File: config.mk
export PLATFORM = sky130hd
export DESIGN_NAME = hamming_ecc_gen
export DESIGN_NICKNAME = d
export VERILOG_FILES = /design/src/rtl/ecc_pkg.sv /design/src/rtl/ecc_chunk_tracker.sv /design/src/rtl/ecc_byte_contrib.sv /design/src/rtl/ecc_accum.sv /design/src/rtl/hamming_ecc_gen.sv
export SDC_FILE = /design/constraint.sdc
export NUM_CORES = 1
export LEC_CHECK = 0
export BUFFER_PORTS_ARGS = -buffer_cell sky130_fd_sc_hd__buf_2
export CORE_ASPECT_RATIO = 0.5
export CORE_MARGIN = 10
export CORE_UTILIZATION = 40
export DETAILED_ROUTE_END_ITERATION = 12
export PLACE_DENSITY = 0.65
export SLEW_MARGIN = 25
export SYNTH_ARGS = -nofsm -noshare
export SYNTH_HDL_FRONTEND = slang
export SYNTH_SLANG_ARGS = --single-unit
File: constraint.sdc
create_clock -name clk -period 2.5 [get_ports clk]
set_clock_uncertainty 0.05 [all_clocks]
set_input_delay 0.5 -clock clk [delete_from_list [all_inputs] [get_ports clk]]
set_output_delay 0.5 -clock clk [all_outputs]
set_load 0.05 [all_outputs]
File: src/rtl/ecc_pkg.sv
package ecc_pkg;

    localparam int BYTE_W      = 8;
    localparam int CHUNK_BYTES = 256;
    localparam int IDX_W       = $clog2(CHUNK_BYTES);
    localparam int HALF_W      = IDX_W / 2;

    typedef struct packed {
        logic [BYTE_W-1:0] b2;
        logic [BYTE_W-1:0] b1;
        logic [BYTE_W-1:0] b0;
    } ecc_code_t;

    // Column parity contribution of one data byte (bits 1:0 unused).
    function automatic logic [BYTE_W-1:0] col_terms(input logic [BYTE_W-1:0] d);
        logic [BYTE_W-1:0] r;
        r    = '0;
        r[2] = d[0] ^ d[2] ^ d[4] ^ d[6];
        r[3] = d[1] ^ d[3] ^ d[5] ^ d[7];
        r[4] = d[0] ^ d[1] ^ d[4] ^ d[5];
        r[5] = d[2] ^ d[3] ^ d[6] ^ d[7];
        r[6] = ^d[3:0];
        r[7] = ^d[7:4];
        return r;
    endfunction

    // Final form: invert everything, set the two spare bits of byte 0.
    function automatic ecc_code_t seal(input ecc_code_t a);
        ecc_code_t r;
        r.b2 = ~a.b2;
        r.b1 = ~a.b1;
        r.b0 = ~a.b0 | 8'h03;
        return r;
    endfunction

endpackage

File: src/rtl/ecc_chunk_tracker.sv
module ecc_chunk_tracker
    import ecc_pkg::*;
#(
    parameter int CNT_W = 4
) (
    input  logic             clk,
    input  logic             rst,
    input  logic             accept,
    input  logic             sop,
    output logic [IDX_W-1:0] eff_idx,
    output logic [CNT_W-1:0] eff_chunk,
    output logic             first,
    output logic             last
);
    localparam logic [IDX_W-1:0] LAST_IDX = IDX_W'(CHUNK_BYTES - 1);

    logic [IDX_W-1:0] idx_q;
    logic [CNT_W-1:0] chunk_q;

    always_comb begin
        eff_idx   = sop ? '0 : idx_q;
        eff_chunk = sop ? '0 : chunk_q;
        first     = (eff_idx == '0);
        last      = (eff_idx == LAST_IDX);
    end

    always_ff @(posedge clk) begin
        if (rst) begin
            idx_q   <= '0;
            chunk_q <= '0;
        end else if (accept) begin
            if (last) begin
                idx_q   <= '0;
                chunk_q <= eff_chunk + {{(CNT_W-1){1'b0}}, 1'b1};
            end else begin
                idx_q   <= eff_idx + {{(IDX_W-1){1'b0}}, 1'b1};
                chunk_q <= eff_chunk;
            end
        end
    end
endmodule

File: src/rtl/ecc_byte_contrib.sv
module ecc_byte_contrib
    import ecc_pkg::*;
(
    input  logic [BYTE_W-1:0] data,
    input  logic [IDX_W-1:0]  idx,
    output ecc_code_t         contrib
);
    logic              odd;
    logic [BYTE_W-1:0] lo_rows;
    logic [BYTE_W-1:0] hi_rows;

    assign odd = ^data;

    // Each index bit selects one of a pair of row-parity bits.
    for (genvar k = 0; k < HALF_W; k++) begin : g_rows
        assign lo_rows[2*k]   = odd & ~idx[k];
        assign lo_rows[2*k+1] = odd &  idx[k];
        assign hi_rows[2*k]   = odd & ~idx[k+HALF_W];
        assign hi_rows[2*k+1] = odd &  idx[k+HALF_W];
    end

    always_comb begin
        contrib.b0 = col_terms(data);
        contrib.b1 = hi_rows;
        contrib.b2 = lo_rows;
    end
endmodule

File: src/rtl/ecc_accum.sv
module ecc_accum
    import ecc_pkg::*;
#(
    parameter int CNT_W = 4
) (
    input  logic             clk,
    input  logic             rst,
    input  logic             accept,
    input  logic             first,
    input  logic             last,
    input  ecc_code_t        contrib,
    input  logic [CNT_W-1:0] chunk,
    output logic             out_valid,
    output ecc_code_t        out_code,
    output logic [CNT_W-1:0] out_chunk
);
    ecc_code_t acc_q;
    ecc_code_t acc_next;

    always_comb begin
        acc_next = (first ? '0 : acc_q) ^ contrib;
    end

    always_ff @(posedge clk) begin
        if (rst) begin
            acc_q     <= '0;
            out_valid <= 1'b0;
            out_code  <= '0;
            out_chunk <= '0;
        end else begin
            out_valid <= accept & last;
            if (accept) begin
                acc_q <= acc_next;
                if (last) begin
                    out_code  <= seal(acc_next);
                    out_chunk <= chunk;
                end
            end
        end
    end
endmodule

File: src/rtl/hamming_ecc_gen.sv
module hamming_ecc_gen
    import ecc_pkg::*;
#(
    parameter int CHUNK_CNT_W = 4
) (
    input  logic                   clk,
    input  logic                   rst,
    input  logic                   in_valid,
    output logic                   in_ready,
    input  logic                   in_sop,
    input  logic [7:0]             in_data,
    output logic                   out_valid,
    output logic [23:0]            out_code,
    output logic [CHUNK_CNT_W-1:0] out_chunk
);
    logic                   ready_q;
    logic                   accept;
    logic [IDX_W-1:0]       eff_idx;
    logic [CHUNK_CNT_W-1:0] eff_chunk;
    logic                   first;
    logic                   last;
    ecc_code_t              contrib;
    ecc_code_t              code;

    always_ff @(posedge clk) begin
        if (rst) ready_q <= 1'b0;
        else     ready_q <= 1'b1;
    end

    assign in_ready = ready_q;
    assign accept   = in_valid & ready_q;

    ecc_chunk_tracker #(.CNT_W(CHUNK_CNT_W)) i_track (
        .clk       (clk),
        .rst       (rst),
        .accept    (accept),
        .sop       (in_sop),
        .eff_idx   (eff_idx),
        .eff_chunk (eff_chunk),
        .first     (first),
        .last      (last)
    );

    ecc_byte_contrib i_contrib (
        .data    (in_data),
        .idx     (eff_idx),
        .contrib (contrib)
    );

    ecc_accum #(.CNT_W(CHUNK_CNT_W)) i_accum (
        .clk       (clk),
        .rst       (rst),
        .accept    (accept),
        .first     (first),
        .last      (last),
        .contrib   (contrib),
        .chunk     (eff_chunk),
        .out_valid (out_valid),
        .out_code  (code),
        .out_chunk (out_chunk)
    );

    assign out_code = code;
endmodule

# Word level (Yosys, flattened, before mapping)
# Index checks and enable logic that the tools add are counted.
# totals
in_bits,12
out_inout_bits,30
wordCells,67
ff_bits,66
# op_classes
n_bitwise,42
n_eq_ne,1
mux,6
n_reduce_logical,5
addsub,2
# op_table
op,count
$mux 24,1
$not 8->8,3
$xor 24x24->24,1
$and 1x1->1,18
$mux 8,2
$xor 1x1->1,12
$add 8x1->8 const B,1
$eq 8x8->1 const B,1
$logic_not 8->1,1
$mux 4,2
$not 1->1,8
$reduce_xor 4->1,2
$reduce_xor 8->1,1
$add 4x1->4 const B,1
$reduce_and 2->1,1
$mux 1,1

# Longest topological paths before layout
# Gate-level depths: netlist of the first run.
# logic_depth
depth_word,5
ltp_mapped,8
ltp_nobuf,5

# Modules after synthesis
# A second synthesis of the first run with hierarchy kept.
# unflattened
cells_unflattened,369
hier_area_um2,3264.4
# modules_own_cells
module,seq_area_each_um2,area_each_um2,n_inst,cells_each
ecc_accum,1001.0,2225.9,1,239
ecc_chunk_tracker,240.2,735.7,1,91
ecc_byte_contrib,0.0,272.8,1,36
hamming_ecc_gen,20.0,30.0,1,3

# Least setup slack after synthesis of the first run
# Ideal clock, no wire load.
# synth_path
kind,register to register
start,"register ready_q, in the netlist in_ready"
end,register i_accum.out_code[23] (netlist name)
stages_incl_launch_ff,7
required_time_ns,2.355
n_path_buf,1
setup_ns,0.095
slack_ns,0.338
arrival_time_ns,2.017
cell_sequence,dfxtp_1 > and2_1 > clkbuf_1 > nand3_2 > or2_1 > or3_1 > o311ai_1
# synth_between
elab_chain_cells,2
# synth_rtl
element,line,rtl
start: declaration,hamming_ecc_gen.sv:16,logic ready_q;
start signal: assignment,hamming_ecc_gen.sv:26,if (rst) ready_q <= 1'b0;
start signal: assignment,hamming_ecc_gen.sv:27,else ready_q <= 1'b1;
$and 1x1->1,hamming_ecc_gen.sv:31,assign accept = in_valid & ready_q;
$reduce_and 2->1 (no source line),n/a,
# No other way between the ends.
# A chain may end at the register's enable or synchronous reset.

# Worst setup path in the final report of the first run
# layout_path
start,register i_track.idx_q[1]
end,register i_accum.acc_q[11] in the netlist's numbering
# layout_between
elab_chain_cells,4
# layout_rtl
element,line,rtl
start: declaration,ecc_chunk_tracker.sv:17,logic [IDX_W-1:0] idx_q;
start signal: assignment,ecc_chunk_tracker.sv:36,"idx_q <= eff_idx + {{(IDX_W-1){1'b0}}, 1'b1};"
$mux 8,ecc_chunk_tracker.sv:21,eff_idx = sop ? '0 : idx_q;
$logic_not 8->1,ecc_chunk_tracker.sv:23,first = (eff_idx == '0);
$mux 24,ecc_accum.sv:21,acc_next = (first ? '0 : acc_q) ^ contrib;
$xor 24x24->24,ecc_accum.sv:21,
end signal: assignment,ecc_accum.sv:33,acc_q <= acc_next;
end: declaration,ecc_accum.sv:17,ecc_code_t acc_q;
# No other way between the ends.

==> results of run 1 <==
## area by class of cell
class | count | area, sq um
well taps | 108 | 135
inverters | 4 | 15.0
fillers | 777 | 3700
multi-input cells | 288 | 1770
clock inverters | 1 | 5.00
repair buffers | 63 | 395
clock buffers | 13 | 260
flip-flops and latches | 63 | 1260
## through the flow
step / utilization / area, sq um / cells / hold WS, ns
global route: 0.509 / 3840 / 540 / 0.422
detailed placement: 0.474 / 3580 / 526 / 0.394
floorplan: - / 3200 / 388 / 0.374
global placement: 0.474 / 3580 / 526 / 0.388
CTS: 0.509 / 3840 / 540 / 0.400
finish: 0.509 / 3840 / 540 / 0.393
## metal layers
layer,track usage,vias up,wire (um)
met5,0,-,0
li1,-,1502,-
met4,0.0583,0,132
met1,0.190,1398,4040
met2,0.197,100,3670
met3,0.0438,11,658
## registers in the layout, summed over array words and instances, names as in the netlist
name,cells
i_accum.out_code,23
i_accum.out_valid,1
i_track.chunk_q,4
i_accum.out_chunk,4
i_accum.acc_q,22
i_track.idx_q,8
in_ready,1
## where the power goes
group          internal (uW)  total, uW  switching [uW]
Combinational            156        416             260
Clock                    711       1130             417
Sequential              1030       1050            15.6
Total                   1900       2590             693
## cell families after synthesis
family / count (synthesis) / share of synthesized area
fa+ha+maj: 1 / 0.00390
buf+inv: 37 / 0.0551
compound gates: 110 / 0.233
simple gates: 155 / 0.242
flops: 63 / 0.394
xor+xnor: 22 / 0.0718
## synthesized netlist by cell type (2+ instances only)
cell type  number
a31o_2          2
a31oi_1         8
and3_1          3
o311ai_0        2
o2111ai_1       4
nor2b_1         7
nand3_1        25
inv_1           3
a211oi_1        9
a21o_1          2
nor4_1          6
xnor2_2         3
a311oi_2        2
xnor2_1        13
nor2_1         22
o311ai_1        8
nand2_1        57
buf_2          12
dfxtp_1        63
xor2_2          2
o211ai_1        6
buf_6           2
or3_1           4
buf_4           2
and2_1          2
a21oi_1        36
clkbuf_1       16
or4_1           5
o21ai_0        16
or2_1           2
xor2_1          4
nand4_1        15
a311oi_1        3
a22oi_1         2
## critical path, delay by kind of cell, from the launching register on
family,cells,cell delay (ns)
AOI/OAI and AO/OA,3,0.68
DFF,1,0.40
and+or+nand+nor,2,0.95
## final timing paths
| kind | start | slack (ns) | to | cells after the start |
|---|---|---|---|---|
| setup reg to reg | i_track.idx_q[1] | 0.28 | i_accum.acc_q[11] | 5 |
| hold / removal | i_accum.out_chunk[3] | 0.39 | i_accum.out_chunk[3] | 2 |
| hold reg to reg | i_accum.out_chunk[3] | 0.39 | i_accum.out_chunk[3] | 2 |
| setup / recovery | i_track.idx_q[1] | 0.28 | i_accum.acc_q[11] | 5 |
==> results.tsv, run 1 <==
metric	value	unit
synth-seq-area-share	0.394	
final_cell_mix	dfxtp_1, nand2_1, buf_2, a21oi_1, nand3_1	
timing.slew.headroom	0.507	
die_w	147	um
synthCells	388	
rows	22	
start_util	0.425	
syn-cell-area	0.00320	sq mm
period_needed	2.22	ns
setup_slack	0.280	ns
cp_max_fo	11	
maxCapViolCount	0	
ir_drop	0.328	mV
synthFlopType	dfxtp_1	
hold_viol	0	
numCtsBuffers	9	
cts_resized	0	
post_synth.cell_area_avg	8.26	sq um
synth_top_cell_area_share	0.394	
async_reset_ff_frac	0	
fmax	0.450	GHz
gp_congestion	0.864	
maxSlewViolCount	0	
status	finished clean	
vias	3011	
synthDistinctLibCells	54	
hold_path.class	flop to flop	
clock_latency	0.33	ns
final_common_cell	dfxtp_1	
cts.root.buffer_cell	clkbuf_16	
routed_wl	8.50	mm
finalPower	2590	uW
firstDrtPassIters	5	
hold_buffers	0	
ant_nets	0	
avgViaCountPerCell	5.58	
dieArea	0.0122	sq mm
grt_pass1_vias	2799	
port_buffers	41	
setup_violations	0	
routedWlPerCell	15.7	um
antennaDiodeCount	0	
ys_warn_count	0	
io_pins	42	
post-route-period-util	0.888	
clock-sinks	63	
fin_setup_tns	0	ns
cts_max_path_buffers	2	
antenna_found_initial	0	
drtIter0Drc	291	
grt_pass1_wl	14.1	mm
cpPeakStageDelay	0.62	ns
drc	0	
cp.required	2.65	ns
postCtsSetupBuffers	0	
arrival	2.37	ns
synth_edf_count	0	
grt_max_degree	39	
crit_path_cell_trace	or4_1, o21ai_2, nand2_1, o311ai_0, a21oi_1	
path_clk_slew	0.05	ns
leakage	0.00139	uW
grt_use_total	0.139	
overflow	0	
end_kind	flop	
final_nets	442	
path_class	flop to flop	
core	0.00754	sq mm
cts_tree	yes	
startpoint_type	flop	
dpl.hpwl	5.92	mm
synth-seq-cells	63	
pre_cts_ws	0.186	ns
h-tree-depth	3	
die_y	83.3	um
synth_fp_nets	401	
crit_slowest_cell	or4_1	
area_growth	19.9	%
synthTopCellsByArea	dfxtp_1, nand2_1, a21oi_1	
drive_above_1_share	0.218	
synth_top_cell_by_area	dfxtp_1	
worst_pin_slew	0.737	ns
grt_setup_unrepaired	false	
pwr_density_cell	674	mW/mm^2
No activity file was read; power rests on OpenSTA's default activity.
==> run 2: changes to the inputs <==
CELL_PAD_IN_SITES_DETAIL_PLACEMENT = 0   (was not set)
CELL_PAD_IN_SITES_GLOBAL_PLACEMENT = 2   (was not set)
CORE_UTILIZATION = 34   (was 40)
PLACE_DENSITY = 0.85   (was 0.65)
SKIP_CTS_REPAIR_TIMING = 1   (was not set)
==> run 2 against run 1 <==
Die area grew 14%. Critical path depth is the same. First-iteration DRC count grew 8.9%. Wire length grew 8.4%. Global-route usage shrank 0.42 points. Sequential share of layout area is essentially flat. Highest routed layer unchanged.
==> results.tsv, run 2 (synthesized netlist as in run 1, its figures left out) <==
metric	value	unit
status	finished clean	
dpl.hpwl	6.50	mm
fmax	0.436	GHz
maxSlewViolCount	0	
grt_pass1_vias	2942	
cts_max_path_buffers	2	
clock_latency	0.33	ns
cts.root.buffer_cell	clkbuf_16	
setup_violations	0	
timing.slew.headroom	0.554	
period_needed	2.30	ns
design_area	0.00384	sq mm
cp_max_fo	11	
hold_path.class	flop to flop	
r2r_slack	0.20	ns
gp_congestion	0.897	
place_inst	534	
firstDrtPassIters	5	
crit_buf_inv	0	
post-route-period-util	0.918	
final_cells	549	
grt_max_degree	58	
maxCapViolCount	0	
io_pins	42	
crit_slowest_cell	or4_1	
place_area	0.00358	sq mm
arrival	2.43	ns
largestRegisters	i_accum.out_code (23), i_accum.acc_q (22), i_track.idx_q (8)	
leakage	0.00138	uW
startpoint_type	flop	
ant_nets	0	
largest-register	i_accum.out_code	
n_fill_cell	918	
fin_setup_tns	0	ns
ir_drop	0.316	mV
die_w	157	um
overflow	0	
end_kind	flop	
cpPeakStageDelay	0.65	ns
drtIter0Drc	317	
rows	24	
drive_above_1_share	0.213	
vias	3108	
pwr_density_cell	670	mW/mm^2
final_nets	441	
path_clk_slew	0.05	ns
start_util	0.358	
grt_use_total	0.135	
drc	0	
largest_reg_flops	23	
worst_pin_slew	0.665	ns
h-tree-depth	3	
dieArea	0.0139	sq mm
numCtsBuffers	9	
crit_path_cell_trace	or4_1, o21ai_2, nand2_1, o311ai_0, a21oi_1	
area_growth	19.8	%
antenna_found_initial	0	
cts_tree	yes	
antennaDiodeCount	0	
grt_pass1_wl	15.2	mm
cp.required	2.64	ns
path_class	flop to flop	
grt_setup_unrepaired	false	
clock-sinks	63	
port_buffers	41	
routedWlPerCell	16.8	um
core	0.00895	sq mm
cp_top_family	simple AND/OR/NAND/NOR gates	
hold_viol	0	
final_common_cell	dfxtp_1	
routed_wl	9.21	mm
avgViaCountPerCell	5.66	
final_cell_mix	dfxtp_1, nand2_1, buf_2, a21oi_1, nand3_1	
die_y	88.6	um
-- run 2: cell count changes in the layout (fill, tap and decap cells not counted), sizes merged --
cell    delta
buf        -1
clkbuf     +1
-- run 2: routing by layer --
| metal | vias to the layer above | global-route usage | part of all wire |
|---|---|---|---|
| met5 | - | 0 | 0 |
| met4 | 0 | 0.0506 | 0.014 |
| met3 | 16 | 0.0450 | 0.072 |
| met2 | 117 | 0.200 | 0.44 |
| met1 | 1468 | 0.179 | 0.48 |
| li1 | 1507 | - | - |
-- run 2: where the power goes --
part           switching (uW)  internal [uW]  leakage (uW)
logic                     262            148      0.000746
registers                17.5           1030      0.000510
clock network             423            691      0.000127
total                     702           1870       0.00138
-- run 2: worst paths after layout --
check | from | to | cells past startpoint
worst max-delay path | i_track.idx_q[0] | i_accum.acc_q[11] | 5
worst min-delay path | i_accum.out_code[14] | i_accum.out_code[14] | 2
worst max register to register | i_track.idx_q[0] | i_accum.acc_q[11] | 5
worst min register to register | i_accum.out_code[14] | i_accum.out_code[14] | 2
-- run 2: worst register-to-register path, stage by stage, from the launching register on --
cell,delay [ns]
dfxtp_1,0.41
or4_1,0.65
o21ai_2,0.33
nand2_1,0.36
o311ai_0,0.23
a21oi_1,0.11
-- run 2: per-stage QoR --
step,utilization,hold slack [ns],power (uW),setup WS [ns]
floorplan,-,0.374,1360,0.338
global placement,0.400,0.388,1460,0.205
CTS,0.429,0.403,2600,0.232
global route,0.429,0.433,2670,0.0793
detailed placement,0.400,0.396,1480,0.178
finish,0.429,0.398,2570,0.205
-- run 2: cell type report --
type | count | area, sq um | area share
Clock inverter | 1 | 5.00 | 0.00130
Inverter | 4 | 15.0 | 0.00391
Tap cell | 117 | 146 | 0.0381
Timing Repair Buffer | 62 | 388 | 0.101
Sequential cell | 63 | 1260 | 0.329
Multi-Input combinational cell | 288 | 1770 | 0.461
Clock buffer | 14 | 254 | 0.0662
